===== src/rtl/wdog_pkg.sv =====
package wdog_pkg;

  typedef enum logic [1:0] {
    ACT_OFF     = 2'd0,
    ACT_INT     = 2'd1,
    ACT_NMI     = 2'd2,
    ACT_CHIPRST = 2'd3
  } wd_act_e;

  localparam int OFFS_W      = 3;
  localparam logic [OFFS_W-1:0] CTRL_OFS  = 3'h0;
  localparam logic [OFFS_W-1:0] TIMER_OFS = 3'h4;

  // Layout of the control word as software sees it.
  function automatic logic [31:0] f_ctrl_word(input logic cause, input wd_act_e act);
    logic [31:0] w;
    w        = '0;
    w[31]    = cause;
    w[1:0]   = act;
    return w;
  endfunction

  function automatic logic f_armed(input wd_act_e act);
    return act != ACT_OFF;
  endfunction

  function automatic logic f_at_zero(input logic [31:0] c);
    return c == '0;
  endfunction

endpackage


===== src/rtl/wdog_regs.sv =====
module wdog_regs
  import wdog_pkg::*;
(
  input  logic    clk,
  input  logic    rst_n,
  input  logic    por_n,
  input  logic    wr_ctrl,
  input  logic [1:0] wr_act,
  input  logic    wr_clr_cause,
  input  logic    set_cause,
  output wd_act_e action_q,
  output logic    cause_q
);

  always_ff @(posedge clk or negedge rst_n) begin
    if (!rst_n) action_q <= ACT_OFF;
    else if (wr_ctrl) action_q <= wd_act_e'(wr_act);
  end

  // Power-on domain only: survives the chip reset this block requests.
  always_ff @(posedge clk or negedge por_n) begin
    if (!por_n) cause_q <= 1'b0;
    else if (set_cause) cause_q <= 1'b1;
    else if (wr_ctrl && wr_clr_cause) cause_q <= 1'b0;
  end

endmodule


===== src/rtl/wdog_settle.sv =====
module wdog_settle #(
  parameter int DW     = 32,
  parameter int SETTLE = 4
) (
  input  logic          clk,
  input  logic          rst_n,
  input  logic          wr,
  input  logic [DW-1:0] wdata,
  output logic          load_o,
  output logic [DW-1:0] load_val_o
);

  localparam int LW = (SETTLE > 1) ? $clog2(SETTLE) : 1;
  localparam logic [LW-1:0] LEFT_INIT = LW'(SETTLE - 1);

  logic          pend_q;
  logic [LW-1:0] left_q;

  assign load_o = pend_q && (left_q == '0);

  always_ff @(posedge clk or negedge rst_n) begin
    if (!rst_n) begin
      pend_q     <= 1'b0;
      left_q     <= '0;
      load_val_o <= '0;
    end else if (wr) begin
      pend_q     <= 1'b1;
      left_q     <= LEFT_INIT;
      load_val_o <= wdata;
    end else if (load_o) begin
      pend_q <= 1'b0;
    end else if (pend_q) begin
      left_q <= left_q - 1'b1;
    end
  end

endmodule


===== src/rtl/wdog_core.sv =====
module wdog_core
  import wdog_pkg::*;
#(
  parameter int DW = 32
) (
  input  logic          clk,
  input  logic          rst_n,
  input  wd_act_e       action,
  input  logic          load,
  input  logic [DW-1:0] load_val,
  output logic [DW-1:0] count_q,
  output logic          expire_evt,
  output logic          irq_q,
  output logic          nmi_q,
  output logic          rst_req_q
);

  logic armed;
  logic fired_q;
  logic at_zero;

  assign armed      = f_armed(action);
  assign at_zero    = (count_q == '0);
  assign expire_evt = armed && at_zero && !fired_q && !load;

  always_ff @(posedge clk or negedge rst_n) begin
    if (!rst_n) begin
      count_q <= '1;
      fired_q <= 1'b0;
    end else begin
      if (load) begin
        count_q <= load_val;
        fired_q <= 1'b0;
      end else begin
        if (armed && !at_zero) count_q <= count_q - 1'b1;
        if (expire_evt) fired_q <= 1'b1;
      end
    end
  end

  always_ff @(posedge clk or negedge rst_n) begin
    if (!rst_n) begin
      irq_q     <= 1'b0;
      nmi_q     <= 1'b0;
      rst_req_q <= 1'b0;
    end else begin
      irq_q     <= (irq_q && armed && !load) || (expire_evt && action == ACT_INT);
      nmi_q     <= (nmi_q && armed && !load) || (expire_evt && action == ACT_NMI);
      rst_req_q <= expire_evt && action == ACT_CHIPRST;
    end
  end

endmodule


===== src/rtl/wdog_timer.sv =====
module wdog_timer
  import wdog_pkg::*;
#(
  parameter int DW     = 32,
  parameter int SETTLE = 4
) (
  input  logic              clk,
  input  logic              rst_n,
  input  logic              por_n,
  input  logic              req_valid,
  input  logic              req_write,
  input  logic [OFFS_W-1:0] req_addr,
  input  logic [DW-1:0]     req_wdata,
  output logic [DW-1:0]     rsp_rdata,
  output logic              irq_o,
  output logic              nmi_o,
  output logic              chip_rst_req_o
);

  logic          wr_ctrl, wr_timer;
  wd_act_e       action_q;
  logic          cause_q;
  logic          armed;
  logic          load_apply;
  logic [DW-1:0] load_val;
  logic [DW-1:0] count_q;
  logic          expire_evt;

  assign wr_ctrl  = req_valid && req_write && (req_addr == CTRL_OFS);
  assign wr_timer = req_valid && req_write && (req_addr == TIMER_OFS);
  assign armed    = f_armed(action_q);

  wdog_regs u_regs (
    .clk         (clk),
    .rst_n       (rst_n),
    .por_n       (por_n),
    .wr_ctrl     (wr_ctrl),
    .wr_act      (req_wdata[1:0]),
    .wr_clr_cause(req_wdata[DW-1]),
    .set_cause   (chip_rst_req_o),
    .action_q    (action_q),
    .cause_q     (cause_q)
  );

  wdog_settle #(.DW(DW), .SETTLE(SETTLE)) u_settle (
    .clk       (clk),
    .rst_n     (rst_n),
    .wr        (wr_timer),
    .wdata     (req_wdata),
    .load_o    (load_apply),
    .load_val_o(load_val)
  );

  wdog_core #(.DW(DW)) u_core (
    .clk       (clk),
    .rst_n     (rst_n),
    .action    (action_q),
    .load      (load_apply),
    .load_val  (load_val),
    .count_q   (count_q),
    .expire_evt(expire_evt),
    .irq_q     (irq_o),
    .nmi_q     (nmi_o),
    .rst_req_q (chip_rst_req_o)
  );

  always_comb begin
    unique case (req_addr)
      CTRL_OFS:  rsp_rdata = DW'(f_ctrl_word(cause_q, action_q));
      TIMER_OFS: rsp_rdata = count_q;
      default:   rsp_rdata = '0;
    endcase
  end

endmodule


===== config.mk =====
export PLATFORM = sky130hd
export DESIGN_NAME = wdog_timer
export DESIGN_NICKNAME = d
export VERILOG_FILES = /design/src/rtl/wdog_pkg.sv /design/src/rtl/wdog_regs.sv /design/src/rtl/wdog_settle.sv /design/src/rtl/wdog_core.sv /design/src/rtl/wdog_timer.sv
export SDC_FILE = /design/constraint.sdc
export NUM_CORES = 1
export LEC_CHECK = 0
export BUFFER_PORTS_ARGS = -buffer_cell sky130_fd_sc_hd__clkbuf_2
export CAP_MARGIN = 25
export CORE_UTILIZATION = 50
export DETAILED_ROUTE_END_ITERATION = 8
export PLACE_DENSITY_LB_ADDON = 0.08
export REMOVE_ABC_BUFFERS = 1
export SLEW_MARGIN = 20
export SYNTH_ARGS = -nofsm -noshare
export SYNTH_HDL_FRONTEND = slang
export SYNTH_HIERARCHICAL = 1
export SYNTH_SLANG_ARGS = --single-unit

===== constraint.sdc =====
create_clock -name clk -period 7.7 [get_ports clk]
set_input_delay 0.385 -clock clk [delete_from_list [all_inputs] [get_ports clk]]
set_output_delay 0.385 -clock clk [all_outputs]
set_load 0.005 [all_outputs]

* Word-level counts from Yosys, hierarchy flattened
Index checks and enable logic that the tools add are counted.
** Word-level totals
- Register bits :: 74
- Bits in latches :: 0
- Bits in writable memories :: 0
- Bits in read-only memories :: 0
- Input port bits :: 40
- Output and inout bits :: 35
- Word-level logic and storage cells :: 60
- Memories :: 0
** Cells by class
- $add $sub $neg :: 2
- Multipliers :: 0
- Div/mod/pow operators :: 0
- Magnitude comparators :: 0
- Equal/unequal tests :: 5
- Shifts and indexed selects :: 0
- Multiplexer cells :: 12
- Bitwise gates (word level) :: 0
- Reduce and logical (&&, ||, !) cells :: 31
** Operators by type and width (number)
- 32-bit 2-to-1 mux :: 2
- 32-bit case mux with 2 select lines :: 1
- 32-bit zero test :: 1
- 32-bit by 1-bit subtractor with 32-bit output, second input constant :: 1
- 1-bit logical AND :: 16
- 2-bit nonzero test :: 6
- 1-bit 2-to-1 mux :: 6
- 2-bit 2-to-1 mux :: 3
- 2-bit == test, second input constant :: 2
- 3-bit == test, second input constant :: 1
- 1-bit zero test :: 3
- 3-bit zero test :: 1
- 2-bit by 1-bit == test with 1-bit output, second input constant :: 1
- 2-bit zero test :: 1
- 1-bit logical OR :: 2
- 2-bit != test, second input constant :: 1
- 2-bit AND reduction :: 1
- 2-bit by 1-bit subtractor with 2-bit output, second input constant :: 1

* Logic depth before layout (Yosys ltp)
Gate-level depths: netlist of the first run.
- Depth in word-level cells :: 6
- Depth in mapped cells :: 8
- Gate-level depth less buffers :: 7

* Hierarchy
The synthesis of the first run kept the hierarchy.
** By module, submodules not included
- wdog_core :: instances 1, cells an instance 243, area each 2188.3 um2, sequential area each 940.9 um2
- wdog_settle :: instances 1, cells an instance 83, area each 1480.2 um2, sequential area each 875.8 um2
- wdog_timer :: instances 1, cells an instance 43, area each 300.3 um2, sequential area each 0.0 um2
- wdog_regs :: instances 1, cells an instance 7, area each 108.9 um2, sequential area each 75.1 um2

* Worst setup path before layout of the first run
No wires, ideal clock.
- Path kind :: flip-flop to flip-flop
- Start :: register u_core.count_q[0]
- End :: register u_core.count_q[1]
- Library setup time :: 0.082 ns
- Data arrival time :: 2.445 ns
- Required time :: 7.618 ns
- Path slack :: 5.173 ns
- Stages on the path, launching flop included :: 9
- Buffers on the path :: 1
- Clock period less this slack :: 2.527 ns
- Cells stage by stage :: dfstp_2 > inv_1 > ha_1 > or4b_1 > or4_1 > o31ai_2 > buf_4 > mux2i_1 > mux2_2
** Between the ends
- Word-level cells in the longest chain between the ends :: 4
- Elaborated cells on any way between the ends :: 7
- Classes of those cells :: 1 x add/sub; 2 x mux; 4 x reduce/logical
** RTL lines
- start: declaration :: RTL line wdog_core.sv:11 : output logic [DW-1:0] count_q,
- start signal: assignment :: RTL line wdog_core.sv:32 : count_q <= load_val;
- start signal: assignment :: RTL line wdog_core.sv:35 : if (armed && !at_zero) count_q <= count_q - 1'b1;
- parallel branches: the longest is 4 deep, another holds 32-bit by 1-bit subtractor with 32-bit output
Parallel ways; which one is timed is not known. The select of a mux whose other input is x is not followed.
A chain may end at the register's enable or synchronous reset.

* Worst setup path after layout of the first run
- Start :: register u_core.count_q[1]
- End :: register u_core.count_q[1]
Same word-level chain as after synthesis.

==> results.md, run 1 <==
- The run finished with clean final reports.
- In the routed design, unresolved DRC markers number 0.
- The tightest hold path in the finished design has a slack of ~260 ps.
- The number of buffers created by CTS is 9.
- The final cell area excluding filler cells is 4690 um2.
- Post-CTS timing repair inserted 0 buffers for setup.
- The first detailed-routing pass ran for 5 iterations.
- Dividing the final minimum period by the clock period gives 0.395.
- The count of buffers added on input and output ports is 74.
- In this run the worst hold path is classified as in2async.
- The clock arrives with ~13 ps of skew.
- The final RePlAce weighted congestion is between 0.8 and 0.9.
- The endpoint identified for the worst register-to-register timing path is u_core/count_q[1].
- The count of nets left with antenna violations once routing finished came out at 0.
- Across the run, the number of max-cap violations was 0.
- The yosys synthesis warning count is 6.
- The HPWL after detailed placement is 6020 um.
- The share of total power dissipated in combinational logic is 0.303.
- The standard-cell row count is 32.
- After synthesis, the mean cell area works out to 10.9 um2.
- The critical path data required time is 7960 ps.
- The area of the placeable core is roughly 7800 um2.
- The number of failing hold endpoints at the final stage is 0.
- In this run, the number of DRC markers left after iteration 0 of detailed routing was roughly 170.
- The final routed wire length divided by cell count is 15.8 um.
- The worst setup path is captured at a flop.
- The kind of launch point of the worst setup path is a flop.
- In this run the power density over the cells is 311 nW/um2.
- The maximum clock rate is 0.329 GHz.
- The global-route congestion overflow total is 0.
- The horizontal extent of the die is 92.2 um.
- The internal cell power is 959 uW.
- The depth of the most critical reg-to-reg path is 7.
- The worst flop-to-flop path startpoint is u_core/count_q[1].
- The CTS tree is yes.
- The worst slack after detailed placement is 4690 ps.
- The clock root buffer master is sky130_fd_sc_hd__clkbuf_8.
- The routed layout has 3110 vias.
- The cell area after placement is between 4000 and 5000 um2.
- The startpoint of the most critical setup path is u_core/count_q[1].
- The first global-routing pass estimated 15400 um of wire.
- Along the worst path, the maximum fanout reaches 12.
- For this design the total switching power over the nets is 499 uW.
- The number of placed cells counting well taps is between 500 and 600.
- The worst-case register-to-register setup slack is 4660 ps.
- The total routed wirelength is just under 9000 um.
- The part of the power in registers is 0.488.
- The count of mapped cells out of synthesis is ~380.
- The switching fraction of total power is 0.342.
- The maximum number of pins on one net before global-route repair is between 70 and 80.
- The via count normalized by instance count is 5.61.
- The clock passes through at most 2 buffers.
- Setup total negative slack on the finished layout was measured at 0 ps.
- The maximum VDD drop is 0.159 mV.
- CTS saw 74 sinks.
- The via count of the first global-routing pass is 3146.
- The clock latency reported for the late side of the worst-skew pair is approximately 340 ps.
- The count of cells in the finished layout, fillers not included, comes to 554.
- The die outline area is 8510 um2.
- The leakage power of the design is approximately 2.0 nW.
- The cell area that synthesis handed to floorplanning was 4070 um2.
- The worst-margin pin slew is 941 ps.
- Data on the critical path arrives at its endpoint at 3310 ps.
- The share of post-route cells with drive strength above 1 is 0.389.
- In this run the vertical extent of the chip is slightly above 90 um.
- The number of antenna violations at the first check in global routing is 0.
- The diode insertion count for antenna repair is 0.
- The post-layout minimum cycle time is 3040 ps.
- After layout, the worst setup slack is 4660 ps.
- In the layout the commonest cells are sky130_fd_sc_hd__clkbuf_2, sky130_fd_sc_hd__dfrtp_1, sky130_fd_sc_hd__dfstp_2, sky130_fd_sc_hd__and2_1, sky130_fd_sc_hd__nor2_1.
- Setup repair after global routing left no endpoint under its margin.
- The total number of H-tree levels is 3.
- The layout overhead on the synthesized area is 15.2%.
- The kind of critical path is reg2reg.
- The effective utilization at floorplan is 0.521.
- The number of endpoints failing setup at the final stage is 0.
- The worst max-slew margin expressed relative to the limit is 0.372.
- Pin placement for this block handled 75 I/O pins.
- The final layout contains around 490 nets.
- The total count of max-transition violations in the final report is 0.
- The clock transition at the registers of the reported paths is 80 ps.
- Leaving out fill and tap cells, the most frequent cell in the layout is sky130_fd_sc_hd__clkbuf_2.
- The aggregate global-route resource usage is 0.229.
- The relative contribution of the clock network to total power is 0.208.
[timing repair]
item | in CTS | in global routing
resized for setup | 0 | 0
hold buffers | 1 | 0
hold endpoints to repair | 1 | 0
[worst max path at each step]
stage                               to  cells past startpoint
2_1_floorplan  u_settle/load_val_o[15]                      3
3_3_place_gp         u_core/count_q[1]                      7
3_5_place_dp         u_core/count_q[1]                      7
4_1_cts              u_core/count_q[1]                      7
5_1_grt              u_core/count_q[1]                      7
6_report             u_core/count_q[1]                      7
[layout make-up]
class                           instances  area [um2]
Inverter                               12        45.0
Sequential cell                        74        1890
Clock buffer                           11         141
Fill cell                             708        3120
Multi-Input combinational cell        270        1990
Clock inverter                          5        55.1
Tap cell                              102         128
Timing Repair Buffer                   80         438
[worst max-delay path, cell delays in order (launching register included)]
cell                      delay, ps
sky130_fd_sc_hd__dfstp_2        390
sky130_fd_sc_hd__inv_1           70
sky130_fd_sc_hd__ha_1           180
sky130_fd_sc_hd__or4b_1         570
sky130_fd_sc_hd__or4_1          660
sky130_fd_sc_hd__o31ai_2        650
sky130_fd_sc_hd__mux2i_1        160
sky130_fd_sc_hd__mux2_2         290
[per-stage QoR]
stage	power [mW]	util
after floorplan	1.01	-
after detailed placement	1.16	0.574
after global placement	1.13	0.571
after CTS	1.47	0.601
after global routing	1.57	0.601
final	1.46	0.601
[routing by layer]
metal | global-route usage | up-vias | routed length [um]
li1 | - | 1519 | -
met1 | 0.330 | 1503 | 4310
met2 | 0.345 | 75 | 3980
met3 | 0.0398 | 13 | 306
met4 | 0.0846 | 0 | 162
met5 | 0 | - | 0
[sequential cells by signal (all words and copies together), names as in the netlist]
signal,cells
u_core/rst_req_q,1
u_settle/load_val_o,32
u_settle/left_q,2
u_core/irq_q,1
u_settle/pend_q,1
u_core/count_q,32
u_core/nmi_q,1
u_regs/action_q,2
u_core/fired_q,1
u_regs/cause_q,1
[power groups by stage]
stage	logic, mW	clock network (mW)	registers [mW]
after global placement	0.423	0	0.711
after global routing	0.500	0.328	0.741
after detailed placement	0.439	0	0.718
final	0.442	0.303	0.712
after floorplan	0.344	0	0.671
after CTS	0.443	0.311	0.712
No activity file was read; power rests on OpenSTA's default activity.
==> run 2, diff against run 1 <==
==> constraint.sdc (replaced) <==
create_clock -name clk -period 3.1 [get_ports clk]
set_input_delay 0.155 -clock clk [delete_from_list [all_inputs] [get_ports clk]]
set_output_delay 0.155 -clock clk [all_outputs]
set_load 0.005 [all_outputs]
==> results.md, run 2 (same netlist as run 1, synthesis figures left out) <==
- The total routed wirelength was 8820 um (was 8760 um).
- The clock tree buffer depth came to 2 (unchanged).
- The internal cell power was 2.56 mW (was 959 uW).
- The switching fraction of total power is 0.324 (was 0.342).
- The critical path data required time is 3340 ps (was 7960 ps).
- The final routed wire length divided by cell count is 15.7 um (was 15.8 um).
- The maximum single-stage delay on the critical path came to 700 ps (was 660 ps).
- The CTS tree is yes (unchanged).
- The die height is 92.2 um (unchanged).
- The die outline area is 8510 um2 (unchanged).
- The number of optimization iterations in the first detailed-route pass is 4 (was 5).
- The effective utilization at floorplan is 0.521 (unchanged).
- The critical-path maximum fanout is 9 (was 12).
- The global-route congestion overflow total is 0 (unchanged).
- The standard cell with the maximum stage delay on the critical path is sky130_fd_sc_hd__nor4_1 (was sky130_fd_sc_hd__or4_1).
- The class of the tightest hold or removal check is in2reg (was in2async).
- The number of endpoints failing setup at the final stage is 0 (unchanged).
- The post-CTS setup repair buffer count is 0 (unchanged).
- The cell area after placement is 4510 um2 (was 4480 um2).
- The clock root buffer master is sky130_fd_sc_hd__clkbuf_8 (unchanged).
- The clock latency reported for the late side of the worst-skew pair came to 350 ps (was 340 ps).
- The final cell area excluding filler cells is 4780 um2 (was 4690 um2).
- The number of filler instances in the final layout is 695 (was 708).
- The critical path capture point type was a flop (unchanged).
- The wire length of the first global-routing pass is 15000 um (was 15400 um).
- The worst-margin pin slew was 936 ps (was 941 ps).
- The number of antenna violations at the first check in global routing came to 0 (unchanged).
- The total number of H-tree levels is 3 (unchanged).
- The most common cell after layout, fill and taps aside is sky130_fd_sc_hd__clkbuf_2 (unchanged).
- The clock sink total is 74 (unchanged).
- The final worst clock skew is 13.1 ps (was 13.0 ps).
- The worst max-slew margin expressed relative to the limit is 0.375 (was 0.372).
- The part of the power in registers came to 0.467 (was 0.488).
- The combinational share of power is 0.293 (was 0.303).
- The final cycle utilization of the critical path is 0.903 (was 0.395).
- The I/O pin total is 75 (unchanged).
- The via count was 3084 (was 3110).
- The power per unit of standard cell area is 794 nW/um2 (was 311 nW/um2).
- The horizontal extent of the die came to 92.2 um (unchanged).
- The maximum number of pins on one net before global-route repair was 50 (was 74).
- The layout overhead on the synthesized area is 17.3% (was 15.2%).
- The overall power came to 3.79 mW (was 1.46 mW).
- The total count of max-transition violations in the final report came to 0 (unchanged).
- The number of gates resized after cts is 0 (unchanged).
- The leakage power of the design is 2.09 nW (was 2.04 nW).
- The standard-cell row count was 32 (unchanged).
- The data arrival time of the critical path is 3040 ps (was 3310 ps).
- The kind of launch point of the worst setup path is a flop (unchanged).
- The number of failing hold endpoints at the final stage is 0 (unchanged).
- RSZ-0062 raised after global routing: no (unchanged).
- Cell chain of the critical path: inv_1 -> ha_1 -> or4b_1 -> nor4_1 -> a211oi_1 -> buf_4 -> a311o_1 -> o311ai_0 (was inv_1 -> ha_1 -> or4b_1 -> or4_1 -> o31ai_2 -> mux2i_1 -> mux2_2).
- The via count of the first global-routing pass is 3048 (was 3146).
- The maximum VDD drop is 0.335 mV (was 0.159 mV).
- The final antenna-violating net count is 0 (unchanged).
- The share of post-route cells with drive strength above 1 came to 0.394 (was 0.389).
- The clock transition at the registers of the reported paths was 80 ps (about the same).
- The starting DRC count in detailed routing was 117 (was 169).
- The final RePlAce weighted congestion came to 0.815 (was 0.839).
- The final net count is 496 (was 489).
- The diode insertion count for antenna repair is 0 (unchanged).
- Outcome: complete, no violations (unchanged).
- The count of max-cap constraint violations is 0 (unchanged).
- The number of buffers created by CTS was 9 (unchanged).
- The area of the placeable core is 7810 um2 (unchanged).
- The aggregate negative setup slack is 0 ps (unchanged).
- The post-detailed-route DRC marker count was 0 (unchanged).
- The switching power total is 1.23 mW (was 499 uW).
- The post-layout minimum cycle time is 2800 ps (was 3040 ps).
- The relative contribution of the clock network to total power is 0.240 (was 0.208).
- Registers with the most flip-flops: u_core/count_q: 32 flops, u_settle/load_val_o: 32 flops (unchanged).
- The via count normalized by instance count is 5.50 (was 5.61).
- The aggregate global-route resource usage came to 0.229 (about the same).
- Commonest cells after routing, fill and taps aside: sky130_fd_sc_hd__clkbuf_2, sky130_fd_sc_hd__dfrtp_1, sky130_fd_sc_hd__dfstp_2, sky130_fd_sc_hd__and2_1, sky130_fd_sc_hd__nor2_1 (unchanged).
- The half-perimeter wire length of the detailed placement result was 6150 um (was 6020 um).
- The kind of critical path is reg2reg (unchanged).
- The number of port buffers is 74 (unchanged).
- The maximum clock rate is 0.357 GHz (was 0.329 GHz).
==> run 2: worst paths after layout <==
path                                   start                endpoint  slack (ps)  depth (start not counted)
setup / recovery           u_core/count_q[0]      u_core/count_q[21]         300                          8
hold / removal                  req_wdata[9]  u_settle/load_val_o[9]          30                          2
setup reg to reg           u_core/count_q[0]      u_core/count_q[21]         300                          8
hold reg to reg             u_core/rst_req_q          u_regs/cause_q         460                          1
max in group asynchronous              rst_n      u_core/count_q[30]        1980                          3
min in group asynchronous              por_n          u_regs/cause_q         140                          2
==> run 2: timing repair <==
item                       CTS  global route
setup endpoints to repair    0             0
hold endpoints to repair    31             0
hold buffers                 2             0
==> run 2: metrics by stage <==
| step | instances | setup WS (ps) | hold WS (ps) | utilization |
|---|---|---|---|---|
| global route | 561 | 146 | 6.55 | 0.612 |
| floorplan | 356 | -1670 | -141 | - |
| detailed placement | 543 | 329 | -66.4 | 0.578 |
| finish | 561 | 300 | 29.0 | 0.612 |
| global placement | 543 | 366 | -69.7 | 0.578 |
| CTS | 561 | 295 | 15.1 | 0.612 |
==> run 2: final cells by class <==
class,instances,area (um2),share of cell area
multi-input cells,270,1990,0.417
flip-flops and latches,74,1890,0.396
clock inverters,4,98.8,0.0207
clock buffers,12,145,0.0304
well taps,102,128,0.0267
repair buffers,87,475,0.0996
inverters,12,45.0,0.00943
==> run 2: worst max-delay path: cells and delay by family, from the launching register on <==
kind	cells	cell delay, ps
adders and majority gates	1	170
and+or+nand+nor	2	1250
buffers and inverters	2	270
AOI/OAI and AO/OA	3	610
DFF	1	390
==> run 2: routing by layer <==
metal	wire length, um	track usage	share of wire
met1	4160	0.313	0.47
met2	4170	0.361	0.47
met3	409	0.0547	0.046
met4	86	0.0716	0.0097
met5	0	0	0
==> run 2: power by group through the flow <==
stage	Sequential, mW	Combinational [mW]	Clock (mW)
floorplan	1.67	0.854	0
global placement	1.77	1.08	0
global route	1.84	1.25	0.981
CTS	1.77	1.11	0.936
finish	1.77	1.11	0.911
detailed placement	1.78	1.10	0
